[src/rtl/sw_pkg.sv]
package sw_pkg;
  localparam int WORD_W    = 36;
  localparam int SLICE_W   = 16;
  localparam int POS_W     = 2;
  localparam int POS_COUNT = 4;
  localparam int IDX_RO    = 35;
  localparam int IDX_POSH  = 34;
  localparam int IDX_POSL  = 33;
  localparam int IDX_MODE  = 32;

  typedef enum logic [1:0] {
    ST_IDLE = 2'd0,
    ST_RD   = 2'd1,
    ST_WR   = 2'd2,
    ST_DONE = 2'd3
  } sw_state_e;

  // Vector index of the least significant bit of slice p.
  // MSB-first numbering: slice starting at bit s occupies [35-s : 20-s].
  function automatic int slice_lo(input int p);
    case (p)
      0:       return 20;
      1:       return 4;
      2:       return 0;
      default: return 18;
    endcase
  endfunction
endpackage

[src/rtl/sw_desc_decode.sv]
module sw_desc_decode #(
  parameter int NWIN   = 4,
  parameter int ADDR_W = 8,
  localparam int WIN_W = $clog2(NWIN)
) (
  input  logic [NWIN*sw_pkg::WORD_W-1:0] desc_flat_i,
  input  logic [WIN_W-1:0]               win_i,
  output logic                           indirect_o,
  output logic                           ro_o,
  output logic [sw_pkg::POS_W-1:0]       pos_o,
  output logic [ADDR_W-1:0]              addr_o,
  output logic [sw_pkg::SLICE_W-1:0]     imm_o
);
  import sw_pkg::*;

  logic [WORD_W-1:0] desc_sel;
  logic              unused_bits;

  always_comb begin
    desc_sel = '0;
    for (int i = 0; i < NWIN; i++) begin
      if (win_i == WIN_W'(i)) desc_sel = desc_flat_i[i*WORD_W +: WORD_W];
    end
  end

  assign indirect_o  = desc_sel[IDX_MODE];
  assign ro_o        = desc_sel[IDX_RO];
  assign pos_o       = desc_sel[IDX_POSH:IDX_POSL];
  assign addr_o      = desc_sel[ADDR_W-1:0];
  assign imm_o       = desc_sel[SLICE_W-1:0];
  assign unused_bits = ^desc_sel;
endmodule

[src/rtl/sw_slice_unit.sv]
module sw_slice_unit (
  input  logic [sw_pkg::WORD_W-1:0]  word_i,
  input  logic [sw_pkg::POS_W-1:0]   pos_i,
  input  logic [sw_pkg::SLICE_W-1:0] wdata_i,
  output logic [sw_pkg::SLICE_W-1:0] slice_o,
  output logic [sw_pkg::WORD_W-1:0]  merged_o
);
  import sw_pkg::*;

  logic [POS_COUNT-1:0][SLICE_W-1:0] cand;
  logic [POS_COUNT-1:0][WORD_W-1:0]  mcand;

  for (genvar p = 0; p < POS_COUNT; p++) begin : g_pos
    localparam int LO = slice_lo(p);
    localparam logic [WORD_W-1:0] MASK = {{(WORD_W-SLICE_W){1'b0}}, {SLICE_W{1'b1}}} << LO;
    assign cand[p]  = word_i[LO +: SLICE_W];
    assign mcand[p] = (word_i & ~MASK) |
                      ({{(WORD_W-SLICE_W){1'b0}}, wdata_i} << LO);
  end

  assign slice_o  = cand[pos_i];
  assign merged_o = mcand[pos_i];
endmodule

[src/rtl/sw_ctrl.sv]
module sw_ctrl #(
  parameter int ADDR_W = 8
) (
  input  logic                        clk,
  input  logic                        rst_n,
  input  logic                        req_valid_i,
  input  logic                        req_write_i,
  input  logic [sw_pkg::SLICE_W-1:0]  req_wdata_i,
  input  logic                        d_indirect_i,
  input  logic                        d_ro_i,
  input  logic [sw_pkg::POS_W-1:0]    d_pos_i,
  input  logic [ADDR_W-1:0]           d_addr_i,
  input  logic [sw_pkg::SLICE_W-1:0]  d_imm_i,
  input  logic [sw_pkg::SLICE_W-1:0]  slice_i,
  input  logic [sw_pkg::WORD_W-1:0]   merged_i,
  output logic [sw_pkg::POS_W-1:0]    pos_o,
  output logic [sw_pkg::SLICE_W-1:0]  wdata_o,
  output logic                        ack_o,
  output logic [sw_pkg::SLICE_W-1:0]  rdata_o,
  output logic                        nxm_o,
  output logic                        viol_o,
  output logic                        mem_req_o,
  output logic                        mem_we_o,
  output logic [ADDR_W-1:0]           mem_addr_o,
  output logic [sw_pkg::WORD_W-1:0]   mem_wdata_o,
  input  logic                        mem_ack_i,
  input  logic                        mem_err_i
);
  import sw_pkg::*;

  sw_state_e           state_q, state_d;
  logic [ADDR_W-1:0]   addr_q, addr_d;
  logic [POS_W-1:0]    pos_q, pos_d;
  logic                ro_q, ro_d;
  logic                write_q, write_d;
  logic [SLICE_W-1:0]  wdata_q, wdata_d;
  logic [SLICE_W-1:0]  rdata_q, rdata_d;
  logic                nxm_q, nxm_d;
  logic                viol_q, viol_d;
  logic [WORD_W-1:0]   wword_q, wword_d;
  logic                accept;

  assign accept = (state_q == ST_IDLE) && req_valid_i;

  always_comb begin
    state_d = state_q;
    addr_d  = addr_q;
    pos_d   = pos_q;
    ro_d    = ro_q;
    write_d = write_q;
    wdata_d = wdata_q;
    rdata_d = rdata_q;
    nxm_d   = nxm_q;
    viol_d  = viol_q;
    wword_d = wword_q;
    case (state_q)
      ST_IDLE: begin
        if (accept) begin
          addr_d  = d_addr_i;
          pos_d   = d_pos_i;
          ro_d    = d_ro_i;
          write_d = req_write_i;
          wdata_d = req_wdata_i;
          rdata_d = '0;
          nxm_d   = 1'b0;
          viol_d  = 1'b0;
          if (!d_indirect_i) begin
            if (!req_write_i) rdata_d = d_imm_i;
            ro_d    = 1'b0;
            state_d = ST_DONE;
          end else if (req_write_i && d_ro_i) begin
            viol_d  = 1'b1;
            state_d = ST_DONE;
          end else begin
            state_d = ST_RD;
          end
        end
      end
      ST_RD: begin
        if (mem_ack_i) begin
          if (mem_err_i) begin
            nxm_d   = 1'b1;
            state_d = ST_DONE;
          end else if (write_q) begin
            wword_d = merged_i;
            state_d = ST_WR;
          end else begin
            rdata_d = slice_i;
            state_d = ST_DONE;
          end
        end
      end
      ST_WR: begin
        if (mem_ack_i) begin
          nxm_d   = mem_err_i;
          state_d = ST_DONE;
        end
      end
      default: begin
        viol_d  = 1'b0;
        state_d = ST_IDLE;
      end
    endcase
  end

  always_ff @(posedge clk or negedge rst_n) begin
    if (!rst_n) begin
      state_q <= ST_IDLE;
      addr_q  <= '0;
      pos_q   <= '0;
      ro_q    <= 1'b0;
      write_q <= 1'b0;
      wdata_q <= '0;
      rdata_q <= '0;
      nxm_q   <= 1'b0;
      viol_q  <= 1'b0;
      wword_q <= '0;
    end else begin
      state_q <= state_d;
      addr_q  <= addr_d;
      pos_q   <= pos_d;
      ro_q    <= ro_d;
      write_q <= write_d;
      wdata_q <= wdata_d;
      rdata_q <= rdata_d;
      nxm_q   <= nxm_d;
      viol_q  <= viol_d;
      wword_q <= wword_d;
    end
  end

  assign pos_o       = pos_q;
  assign wdata_o     = wdata_q;
  assign ack_o       = (state_q == ST_DONE);
  assign rdata_o     = rdata_q;
  assign nxm_o       = ack_o && nxm_q;
  assign viol_o      = viol_q;
  assign mem_req_o   = (state_q == ST_RD) || (state_q == ST_WR);
  assign mem_we_o    = (state_q == ST_WR);
  assign mem_addr_o  = addr_q;
  assign mem_wdata_o = wword_q;

  assert_ro_no_store_R4: assert property (@(posedge clk) disable iff (!rst_n)
    mem_we_o |-> !ro_q);

  assert_viol_on_ack_R4: assert property (@(posedge clk) disable iff (!rst_n)
    viol_o |-> ack_o);

  assert_req_hold_R8: assert property (@(posedge clk) disable iff (!rst_n)
    (mem_req_o && !mem_ack_i) |=> (mem_req_o && $stable(mem_addr_o) && $stable(mem_we_o)));

  assert_store_after_fetch_R3: assert property (@(posedge clk) disable iff (!rst_n)
    $rose(mem_we_o) |-> ($past(mem_ack_i) && !$past(mem_err_i)));

  assert_single_ack_R10: assert property (@(posedge clk) disable iff (!rst_n)
    ack_o |=> !ack_o);
endmodule

[src/rtl/slice_window.sv]
module slice_window #(
  parameter int NWIN   = 4,
  parameter int ADDR_W = 8,
  localparam int WIN_W = $clog2(NWIN),
  localparam int DW    = NWIN * sw_pkg::WORD_W
) (
  input  logic              clk,
  input  logic              rst_n,
  input  logic [DW-1:0]     win_desc,
  input  logic              req_valid,
  input  logic              req_write,
  input  logic [WIN_W-1:0]  req_win,
  input  logic [15:0]       req_wdata,
  output logic              req_ack,
  output logic [15:0]       req_rdata,
  output logic              req_nxm,
  output logic              req_viol,
  output logic              mem_req,
  output logic              mem_we,
  output logic [ADDR_W-1:0] mem_addr,
  output logic [35:0]       mem_wdata,
  input  logic              mem_ack,
  input  logic [35:0]       mem_rdata,
  input  logic              mem_err
);
  import sw_pkg::*;

  logic               rst_meta, rst_sync;
  logic               d_indirect, d_ro;
  logic [POS_W-1:0]   d_pos, pos_q;
  logic [ADDR_W-1:0]  d_addr;
  logic [SLICE_W-1:0] d_imm, slice, wdata_q;
  logic [WORD_W-1:0]  merged;

  always_ff @(posedge clk or negedge rst_n) begin
    if (!rst_n) begin
      rst_meta <= 1'b0;
      rst_sync <= 1'b0;
    end else begin
      rst_meta <= 1'b1;
      rst_sync <= rst_meta;
    end
  end

  sw_desc_decode #(.NWIN(NWIN), .ADDR_W(ADDR_W)) u_dec (
    .desc_flat_i(win_desc), .win_i(req_win),
    .indirect_o(d_indirect), .ro_o(d_ro), .pos_o(d_pos),
    .addr_o(d_addr), .imm_o(d_imm)
  );

  sw_slice_unit u_slice (
    .word_i(mem_rdata), .pos_i(pos_q), .wdata_i(wdata_q),
    .slice_o(slice), .merged_o(merged)
  );

  sw_ctrl #(.ADDR_W(ADDR_W)) u_ctrl (
    .clk(clk), .rst_n(rst_sync),
    .req_valid_i(req_valid), .req_write_i(req_write), .req_wdata_i(req_wdata),
    .d_indirect_i(d_indirect), .d_ro_i(d_ro), .d_pos_i(d_pos),
    .d_addr_i(d_addr), .d_imm_i(d_imm),
    .slice_i(slice), .merged_i(merged),
    .pos_o(pos_q), .wdata_o(wdata_q),
    .ack_o(req_ack), .rdata_o(req_rdata), .nxm_o(req_nxm), .viol_o(req_viol),
    .mem_req_o(mem_req), .mem_we_o(mem_we), .mem_addr_o(mem_addr),
    .mem_wdata_o(mem_wdata), .mem_ack_i(mem_ack), .mem_err_i(mem_err)
  );
endmodule

[config.mk]
export PLATFORM = sky130hd
export DESIGN_NAME = slice_window
export DESIGN_NICKNAME = d
export VERILOG_FILES = /design/src/rtl/sw_pkg.sv /design/src/rtl/sw_desc_decode.sv /design/src/rtl/sw_slice_unit.sv /design/src/rtl/sw_ctrl.sv /design/src/rtl/slice_window.sv
export SDC_FILE = /design/constraint.sdc
export NUM_CORES = 1
export LEC_CHECK = 0
export ABC_CLOCK_PERIOD_IN_PS = 5100
export BUFFER_PORTS_ARGS = -buffer_cell sky130_fd_sc_hd__buf_2
export CAP_MARGIN = 5
export CORE_MARGIN = 2
export CORE_UTILIZATION = 40
export CTS_CLUSTER_DIAMETER = 50
export CTS_CLUSTER_SIZE = 24
export DETAILED_ROUTE_END_ITERATION = 12
export PLACE_DENSITY = 0.68
export SETUP_SLACK_MARGIN = 0.15
export SLEW_MARGIN = 20
export SYNTH_ARGS = -nofsm -noshare
export SYNTH_HDL_FRONTEND = slang
export SYNTH_SLANG_ARGS = --single-unit
[constraint.sdc]
create_clock -name clk -period 5.1 [get_ports clk]
set_clock_uncertainty 0.05 [all_clocks]
set_input_delay 1.02 -clock clk [delete_from_list [all_inputs] [get_ports clk]]
set_output_delay 1.02 -clock clk [all_outputs]
set_load 0.01 [all_outputs]
==> results.json, run 1 <==
{
  "status": "complete, no violations",
  "syn_nets": 672,
  "cp_cell_sequence": "buf_2 -> mux4_2 -> nor3_4 -> a22oi_1 -> o21ai_0",
  "ctsLongestPathBuffers": 2,
  "vias_per_cell": 5.35,
  "antenna_found_initial": 0,
  "critPathKind": "in -> reg",
  "fin_area_um2": 6570,
  "grt_overflow": 0,
  "die_h_um": 118,
  "hpwlAfterDp_um": 11600,
  "regArea_um2": 2140,
  "port_buffers": 204,
  "syn-cell-area_um2": 5160,
  "drtIter0Drc": 297,
  "synth_ff_type": "dfrtp_1",
  "worst_slew_pin_slew_ns": 1.01,
  "wl_per_cell_um": 18.5,
  "ant_nets": 0,
  "coreArea_um2": 12600,
  "netlist_instances": 464,
  "max_stage_delay_ns": 0.65,
  "clk_pin_slew_ns": 0.06,
  "grt_pass1_wl_um": 23800,
  "p_leak_nw": 3.17,
  "fp.dieW_um": 118,
  "cts_sinks": 85,
  "ys_ff_latch": 85,
  "cts_tree": "built",
  "synth.avg_cell_area_um2": 11.1,
  "place_area_um2": 6250,
  "cp-end-kind": "flip-flop",
  "place.gp.congestion": 0.836,
  "power_density_nw_per_um2": 569,
  "min_path_type": "reg -> async",
  "layout-area-overhead-vs-synth_pct": 27.4,
  "dr_total_vias": 4407,
  "vdd_ir_drop_max_mv": 0.279,
  "clk_latency_ns": 0.35,
  "nets": 855,
  "cp.required_ns": 5.31,
  "ys_warn_count": 0,
  "setup_viol": 0,
  "critPathLaunchType": "input port",
  "crit_fanout": 20,
  "slowest_stage": "mux4_2",
  "grt_usage_pct": 22.1,
  "ys_seq_area_share_pct": 41.2,
  "cts_buffers": 9,
  "diodes": 0,
  "num_rows": 41,
  "ioPinCount": 269,
  "synth_edf_count": 0,
  "min_period_over_period_pct": 56.4,
  "grt_max_degree": 84,
  "fin_util_pct": 52.1,
  "dr.pass1.iters": 4,
  "drive_gt1_share_pct": 48.5,
  "drv_cap": 0,
  "cts_resized": 0,
  "cts_hold_buf": 0,
  "hold_viol_final": 0,
  "dieArea_um2": 13800,
  "cts_setup_buffers": 0,
  "cts_htree_levels": 3,
  "root_buffer": "clkbuf_16",
  "max-slew-margin-rel_pct": 32.4,
  "hold_ws_ns": 0.264,
  "multi_input_area_um2": 2850,
  "rsz0062_at_grt": "false",
  "drt_wl_total_um": 15200,
  "drcViolationCount": 0,
  "grt_pass1_vias": 4492,
  "fill_cells": 1177,
  "async_flop_share_pct": 100,
  "critical_path_arrival_ns": 3.09,
  "ys_types": 34,
  "slew_violations": 0,
  "start_util_pct": 40.9,
  "period_needed_ns": 2.88,
  "max_freq_mhz": 347,
  "finalSetupTns_ns": 0
}
==> metal layers <==
layer	GRT usage [%]	part of all wire [%]	vias up
met5	0	0	-
met4	8.13	1.9	0
met3	5.57	6.8	23
met2	36.7	49	168
met1	27.9	42	2134
li1	-	-	2082
==> cell usage in the layout, fill, tap and decap left out, types with 2 or more instances in the layout <==
| cell | instances |
|---|---|
| a21oi_1 | 26 |
| a22oi_1 | 16 |
| buf_2 | 204 |
| buf_4 | 3 |
| clkbuf_1 | 2 |
| clkbuf_16 | 9 |
| clkbuf_8 | 2 |
| clkinvlp_4 | 2 |
| dfrtp_1 | 82 |
| dfrtp_4 | 2 |
| ha_1 | 4 |
| inv_1 | 5 |
| mux2_2 | 52 |
| mux2i_1 | 35 |
| mux4_2 | 36 |
| nand2_1 | 60 |
| nand2b_1 | 4 |
| nand3_1 | 2 |
| nor2_1 | 26 |
| nor2b_1 | 3 |
| o21ai_0 | 48 |
| o21ai_1 | 11 |
==> Yosys cell counts, types with 3 or more instances <==
cell type  instances  area share [%]
nor2_1            26             1.9
inv_1              5            0.36
dfrtp_1           85              41
mux4_2            36              16
o21ai_0           48             4.7
buf_1              3            0.22
ha_1               4            0.97
mux2i_1           35             6.8
nand2b_1           4            0.49
o21ai_1           12             1.2
a22oi_1           16             2.3
clkbuf_1          15             1.1
mux2_2            52              11
nand2_1           60             4.4
nor2b_1            3            0.36
a21oi_1           26             2.5
buf_2             14             1.4
==> final timing paths <==
path / startpoint / slack [ns] / endpoint / cells past startpoint
min: rst_sync$_DFF_PN0_ / 0.26 / u_ctrl.mem_wdata_o[7]$_DFFE_PN0P_ / 0
max: req_win[0] / 2.22 / u_ctrl.rdata_o[4]$_DFFE_PN0P_ / 5
max reg2reg: u_ctrl.state_q[1]$_DFFE_PN0P_ / 2.58 / u_ctrl.rdata_o[6]$_DFFE_PN0P_ / 6
max in group asynchronous: rst_sync$_DFF_PN0_ / 4.10 / u_ctrl.pos_o[1]$_DFFE_PN0P_ / 1
min in group clk: rst_meta$_DFF_PN0_ / 0.31 / rst_sync$_DFF_PN0_ / 0
min reg2reg: rst_sync$_DFF_PN0_ / 0.26 / u_ctrl.mem_wdata_o[7]$_DFFE_PN0P_ / 0
==> worst max-delay path: cells and delay by family <==
| family | cells | cell delay (ns) |
|---|---|---|
| compound gates | 2 | 0.37 |
| buf+inv | 1 | 0.52 |
| mux | 1 | 0.65 |
| simple gates | 1 | 0.52 |
==> per-stage QoR <==
step | std cells | total power, mW | worst slack [ns]
2_1_floorplan | 464 | 2.53 | 2.51
3_3_place_gp | 807 | 3.05 | 1.90
3_5_place_dp | 807 | 3.11 | 1.84
4_1_cts | 823 | 3.75 | 2.20
5_1_grt | 824 | 4.01 | 2.00
6_report | 824 | 3.74 | 2.22
==> power breakdown <==
part | switching, mW | internal [mW] | total, mW
logic | 0.822 | 0.891 | 1.71
registers | 0.416 | 0.975 | 1.39
clock network | 0.275 | 0.356 | 0.631
total | 1.51 | 2.22 | 3.74
==> logic make-up (layout without fill, tap and decap cells) <==
family,Yosys count,after routing,synth area share [%]
adder cells (fa/ha/maj),4,4,0.970
AND/OR/NAND/NOR,101,101,8.32
AO/OA/AOI/OAI,109,109,11.8
buffers and inverters,41,229,3.76
flip-flops,85,85,41.2
multiplexers,123,123,33.9
other,1,1,0.0727
==> final cells by class <==
type                    count  area share, %
inverters                   5          0.286
clock buffers              13           3.96
well taps                 172           3.28
multi-input cells         338           43.4
clock inverters             3          0.305
repair buffers            208           16.3
flip-flops and latches     85           32.5
==> state kept, by name, summed over array words and instances (netlist names) <==
| register | cells |
|---|---|
| u_ctrl.wdata_o | 16 |
| rst_meta | 1 |
| u_ctrl.pos_o | 2 |
| u_ctrl.mem_addr_o | 8 |
| u_ctrl.mem_wdata_o | 36 |
| u_ctrl.state_q | 2 |
| u_ctrl.rdata_o | 16 |
| rst_sync | 1 |
| u_ctrl.write_q | 1 |
| u_ctrl.nxm_q | 1 |
| u_ctrl.viol_o | 1 |
No activity file was read; power rests on OpenSTA's default activity.
==> run 2: changes to the inputs <==
--- a/config.mk
+++ b/config.mk
@@ -5,7 +5,7 @@
 export SDC_FILE = /design/constraint.sdc
 export NUM_CORES = 1
 export LEC_CHECK = 0
-export ABC_CLOCK_PERIOD_IN_PS = 5100
+export ABC_CLOCK_PERIOD_IN_PS = 2700
 export BUFFER_PORTS_ARGS = -buffer_cell sky130_fd_sc_hd__buf_2
 export CAP_MARGIN = 5
 export CORE_MARGIN = 2
==> constraint.sdc (replaced) <==
create_clock -name clk -period 2.7 [get_ports clk]
set_clock_uncertainty 0.05 [all_clocks]
set_input_delay 0.54 -clock clk [delete_from_list [all_inputs] [get_ports clk]]
set_output_delay 0.54 -clock clk [all_outputs]
set_load 0.01 [all_outputs]
==> run 2 against run 1 <==
Against the previous run:
- count of clock-buffer cells in the layout is the same
- global-route usage rose by 0.84 points
- utilization up 1.1 points
- via count grew 0.43%
- critical endpoint is now u_ctrl.write_q$_DFFE_PN0P_
- largest power group unchanged
==> results.json, run 2 (synthesized netlist as in run 1, its figures left out) <==
{
  "dp_cells": 817,
  "wl_per_cell_um": 18.6,
  "cp.required_ns": 2.88,
  "hold_viol_final": 0,
  "slew_violations": 0,
  "grt_usage_pct": 22.9,
  "hpwlAfterDp_um": 11900,
  "rsz0062_at_grt": "false",
  "vias_per_cell": 5.31,
  "fp.dieW_um": 118,
  "place_area_um2": 6350,
  "clk_pin_slew_ns": 0.06,
  "max_freq_mhz": 497,
  "layout_commonest_cell": "buf_2",
  "fin_area_um2": 6700,
  "r2r_end": "u_ctrl.write_q$_DFFE_PN0P_",
  "regArea_um2": 2140,
  "cts_htree_levels": 3,
  "ioPinCount": 269,
  "layout-area-overhead-vs-synth_pct": 29.9,
  "p_sw_share_pct": 39.2,
  "grt_max_degree": 73,
  "clk_latency_ns": 0.35,
  "cts_tree": "built",
  "power_density_nw_per_um2": 1100,
  "crit_fanout": 18,
  "max-slew-margin-rel_pct": 52.7,
  "ant_nets": 0,
  "largest_reg_flops": 36,
  "place.gp.congestion": 0.838,
  "dr_total_vias": 4426,
  "dr.pass1.iters": 4,
  "drv_cap": 0,
  "rrSetupSlack_ns": 0.69,
  "worst_slew_pin_slew_ns": 0.710,
  "grt_pass1_vias": 4562,
  "die_h_um": 118,
  "instances_no_fill": 834,
  "critPathLaunchType": "flip-flop",
  "setup_viol": 0,
  "cts_setup_buffers": 0,
  "cp-end-kind": "flip-flop",
  "p_seq_share_pct": 34.2,
  "finalSetupTns_ns": 0,
  "p_leak_nw": 3.25,
  "drcViolationCount": 0,
  "cts_resized": 0,
  "timing.rr.start": "u_ctrl.state_q[0]$_DFFE_PN0P_",
  "drtIter0Drc": 338,
  "setup_ws_ns": 0.686,
  "critical_path_arrival_ns": 2.20,
  "port_buffers": 204,
  "period_needed_ns": 2.01,
  "p_sw_mw": 2.89,
  "root_buffer": "clkbuf_16",
  "diodes": 0,
  "p_int_mw": 4.47,
  "p_comb_share_pct": 46.8,
  "crit_start": "u_ctrl.state_q[0]$_DFFE_PN0P_",
  "nets": 865,
  "grt_overflow": 0,
  "mostFrequentLayoutCells": "204 x buf_2, 82 x dfrtp_1, 60 x nand2_1",
  "cts_sinks": 85,
  "crit_end": "u_ctrl.write_q$_DFFE_PN0P_",
  "multi_input_area_um2": 2840,
  "dieArea_um2": 13800,
  "grt_pass1_wl_um": 24600,
  "ctsLongestPathBuffers": 2,
  "critPathKind": "reg -> reg",
  "clock_power_share_pct": 19.0,
  "ff2ff_path_depth": 5,
  "status": "complete, no violations",
  "antenna_found_initial": 0,
  "vdd_ir_drop_max_mv": 0.510,
  "start_util_pct": 40.9,
  "min_period_over_period_pct": 74.6,
  "drt_wl_total_um": 15500,
  "cts_buffers": 9,
  "min_path_type": "reg -> async",
  "drive_gt1_share_pct": 49.2,
  "dp_slack_ns": 0.460,
  "coreArea_um2": 12600,
  "fill_cells": 1179,
  "num_rows": 41
}
run 2: changes by cell type in the layout (fill, tap and decap cells not counted):
cell,previous run,this run
o21ai_4,1,0
dlygate4sd3_1,0,1
buf_12,0,2
clkinv_2,1,0
bufinv_16,0,2
clkbuf_1,2,1
buf_16,1,0
o21ai_2,0,1
buf_4,3,11
clkinvlp_4,2,1
clkbuf_8,2,3
run 2: final cells by class:
cell class              count  area share [%]
repair buffers            218            17.2
clock buffers              13            4.03
clock inverters             3            1.01
multi-input cells         338            42.4
well taps                 172            3.21
inverters                   5           0.280
flip-flops and latches     85            31.9
run 2: how the worst min path moves through the flow:
stage                                     to  slack, ns  cells after the start
4_1_cts                   rst_sync$_DFF_PN0_       0.30                      0
2_1_floorplan             rst_meta$_DFF_PN0_       0.19                      0
5_1_grt                   rst_sync$_DFF_PN0_       0.30                      0
3_5_place_dp              rst_meta$_DFF_PN0_       0.28                      1
6_report       u_ctrl.wdata_o[3]$_DFFE_PN0P_       0.30                      0
3_3_place_gp              rst_meta$_DFF_PN0_       0.28                      1
run 2: worst max-delay path, stage by stage, from the launching register on:
cell and delay (ns):
dfrtp_1 0.41, inv_1 0.09, ha_1 0.28, nand2_1 0.45, buf_12 0.24, mux2_2 0.35
run 2: stage by stage:
step | power [mW] | utilization [%] | hold WS [ns]
4_1_cts | 7.40 | 53.1 | 0.301
5_1_grt | 7.89 | 53.1 | 0.305
2_1_floorplan | 4.78 | - | 0.194
3_5_place_dp | 5.97 | 50.4 | 0.280
6_report | 7.36 | 53.1 | 0.296
3_3_place_gp | 5.86 | 50.4 | 0.279
run 2: power by group through the flow:
stage	clock, mW	combinational, mW	sequential [mW]
floorplan	0	2.40	2.39
global placement	0	3.36	2.50
detailed placement	0	3.44	2.53
CTS	1.42	3.46	2.52
global route	1.47	3.80	2.61
finish	1.40	3.44	2.52
run 2: timing repair:
action | CTS | global route
hold buffers | 1 | 0
endpoints found under the setup margin | 0 | 0
hold endpoints to repair | 2 | 0
run 2: routing by layer:
| layer | up-vias | GRT usage (%) | share of wire (%) |
|---|---|---|---|
| li1 | 2096 | - | - |
| met4 | 0 | 5.42 | 1.3 |
| met5 | - | 0 | 0 |
| met1 | 2138 | 30.1 | 44 |
| met3 | 15 | 5.72 | 6.5 |
| met2 | 177 | 38.3 | 48 |
==> run 3: changes to the inputs <==
--- a/config.mk
+++ b/config.mk
@@ -5,7 +5,7 @@
 export SDC_FILE = /design/constraint.sdc
 export NUM_CORES = 1
 export LEC_CHECK = 0
-export ABC_CLOCK_PERIOD_IN_PS = 2700
+export ABC_CLOCK_PERIOD_IN_PS = 1600
 export BUFFER_PORTS_ARGS = -buffer_cell sky130_fd_sc_hd__buf_2
 export CAP_MARGIN = 5
 export CORE_MARGIN = 2
@@ -13,7 +13,7 @@
 export CTS_CLUSTER_DIAMETER = 50
 export CTS_CLUSTER_SIZE = 24
 export DETAILED_ROUTE_END_ITERATION = 12
-export PLACE_DENSITY = 0.68
+export PLACE_DENSITY = 0.71
 export SETUP_SLACK_MARGIN = 0.15
 export SLEW_MARGIN = 20
 export SYNTH_ARGS = -nofsm -noshare
==> constraint.sdc (replaced) <==
create_clock -name clk -period 1.6 [get_ports clk]
set_clock_uncertainty 0.05 [all_clocks]
set_input_delay 0.32 -clock clk [delete_from_list [all_inputs] [get_ports clk]]
set_output_delay 0.32 -clock clk [all_outputs]
set_load 0.01 [all_outputs]
==> run 3 against run 2 <==
Against the previous run:
- the flow now finishes with violations (negative setup slack)
- sequential share of layout area down 5.1 points
- non-clock buffer count up 51
- clock power up 59%
- cell count up 6.2%
- worst hold slack worse by 0.15 ns
- power up 110%
- via count up 16%
- register-to-register slack worse by 0.82 ns
- die area unchanged
- setup slack worse by 0.82 ns
- critical endpoint is now u_ctrl.rdata_o[3]$_DFFE_PN0P_
- largest power group unchanged
==> results.json, run 3 (synthesized netlist as in run 1, its figures left out) <==
{
  "start_util_pct": 40.9,
  "layout_commonest_cell": "buf_2",
  "place.gp.congestion": 0.851,
  "cts_buffers": 9,
  "clk_latency_ns": 0.35,
  "hpwlAfterDp_um": 12100,
  "power_density_nw_per_um2": 1960,
  "port_buffers": 204,
  "fp.dieW_um": 118,
  "largest_reg_flops": 36,
  "slew_violations": 0,
  "setup_viol": 25,
  "min_period_over_period_pct": 108,
  "cp.required_ns": 1.82,
  "period_needed_ns": 1.73,
  "cts_tree": "built",
  "grt_max_degree": 84,
  "grt_pass1_wl_um": 25800,
  "antenna_found_initial": 1,
  "cp-end-kind": "flip-flop",
  "max_freq_mhz": 577,
  "ctsLongestPathBuffers": 2,
  "fin_area_um2": 8000,
  "instances_no_fill": 886,
  "violations": "negative setup slack",
  "ant_nets": 0,
  "dp_slack_ns": -0.182,
  "vias_per_cell": 5.79,
  "status": "finished with violations",
  "mostFrequentLayoutCells": "202 x buf_2, 81 x dfrtp_1, 49 x mux2_2",
  "setup_ws_ns": -0.134,
  "crit_buf_inv": 3,
  "root_buffer": "clkbuf_16",
  "layout-area-overhead-vs-synth_pct": 55.1,
  "finalPower_mw": 15.6,
  "hold_viol_final": 0,
  "nets": 916,
  "drt_wl_total_um": 20100,
  "max_stage_delay_ns": 0.43,
  "critPathKind": "reg -> reg",
  "drcViolationCount": 0,
  "vdd_ir_drop_max_mv": 1.23,
  "critPathLaunchType": "flip-flop",
  "drive_gt1_share_pct": 64.2,
  "die_h_um": 118,
  "coreArea_um2": 12600,
  "rsz0062_at_grt": "true",
  "place_area_um2": 6540,
  "crit_family": "buffers and inverters",
  "fill_cells": 967,
  "grt_usage_pct": 24.0,
  "min_path_type": "in -> reg",
  "drtIter0Drc": 444,
  "cts_sinks": 85,
  "fin_util_pct": 63.4,
  "cts_htree_levels": 3,
  "dp_cells": 825,
  "dieArea_um2": 13800,
  "ioPinCount": 269,
  "grt_overflow": 0,
  "drv_cap": 0,
  "num_rows": 41,
  "dr.pass1.iters": 5,
  "grt_pass1_vias": 4738,
  "wl_per_cell_um": 22.6,
  "critical_path_arrival_ns": 1.96,
  "crit_fanout": 8,
  "dr_total_vias": 5130,
  "clk_pin_slew_ns": 0.07,
  "cp_cell_sequence": "buf_6 -> ha_4 -> nor4bb_2 -> o21ai_2 -> buf_6 -> clkbuf_16 -> o21ai_2",
  "p_leak_nw": 3.79,
  "slowest_stage": "dfrtp_2"
}
==> run 3: cell types whose count changed in the layout (fill, tap and decap cells not counted), sizes merged <==
cell / change
buf: +37
clkbuf: +14
bufinv: -1
clkinv: +1
diode: +1
==> run 3: per-layer routing <==
metal / part of all wire, % / track usage (%) / up-vias
met5: 0 / 0 / -
met4: 3.5 / 7.91 / 0
met3: 8.5 / 4.46 / 59
met2: 50 / 40.2 / 314
met1: 38 / 31.7 / 2551
li1: - / - / 2206
==> run 3: layout make-up <==
class                           instances  area (um2)  share of cell area [%]
Clock buffer                           13         270                    3.38
Timing Repair Buffer                  269        2100                    26.2
Tap cell                              172         215                    2.69
Sequential cell                        85        2140                    26.7
Antenna cell                            1        2.50                  0.0313
Clock inverter                          3        42.5                   0.532
Multi-Input combinational cell        338        3210                    40.2
Inverter                                5        18.8                   0.235
==> run 3: timing repair <==
item,CTS,global route
hold endpoints to repair,2,0
endpoints found under the setup margin,86,86
pin swaps,10,27
hold buffers,1,0
gates cloned,5,21
buffers inserted,10,7
resized for setup,42,118
==> run 3: through the flow <==
| stage | hold WS [ns] | TNS (ns) |
|---|---|---|
| 4_1_cts | 0.141 | -0.971 |
| 3_3_place_gp | 0.0548 | -1.90 |
| 2_1_floorplan | -0.0256 | 0 |
| 6_report | 0.145 | -1.98 |
| 3_5_place_dp | 0.0577 | -2.72 |
| 5_1_grt | 0.140 | -4.99 |
==> run 3: worst paths after layout <==
path / depth (start not counted) / from / end / slack [ns]
min: 2 / req_wdata[14] / u_ctrl.wdata_o[14]$_DFFE_PN0P_ / 0.15
max: 7 / u_ctrl.state_q[0]$_DFFE_PN0P_ / u_ctrl.rdata_o[3]$_DFFE_PN0P_ / -0.13
max in group asynchronous: 1 / rst_sync$_DFF_PN0_ / u_ctrl.pos_o[0]$_DFFE_PN0P_ / 0.82
max reg2reg: 7 / u_ctrl.state_q[0]$_DFFE_PN0P_ / u_ctrl.rdata_o[3]$_DFFE_PN0P_ / -0.13
min in group asynchronous: 2 / rst_n / rst_sync$_DFF_PN0_ / 0.23
min reg2reg: 1 / rst_sync$_DFF_PN0_ / u_ctrl.mem_wdata_o[6]$_DFFE_PN0P_ / 0.30
==> run 3: report_power, final <==
part           internal [mW]  total [mW]  switching, mW
Combinational           4.90        9.36           4.46
Clock                   1.34        2.23          0.895
Sequential              3.12        4.06          0.934
==> run 3: worst register-to-register path, delay by kind of cell (launching register included) <==
family                     cells  cell delay, ns
AOI/OAI and AO/OA              2            0.27
adders and majority gates      1            0.15
buffers and inverters          3            0.44
DFF                            1            0.43
and+or+nand+nor                1            0.31
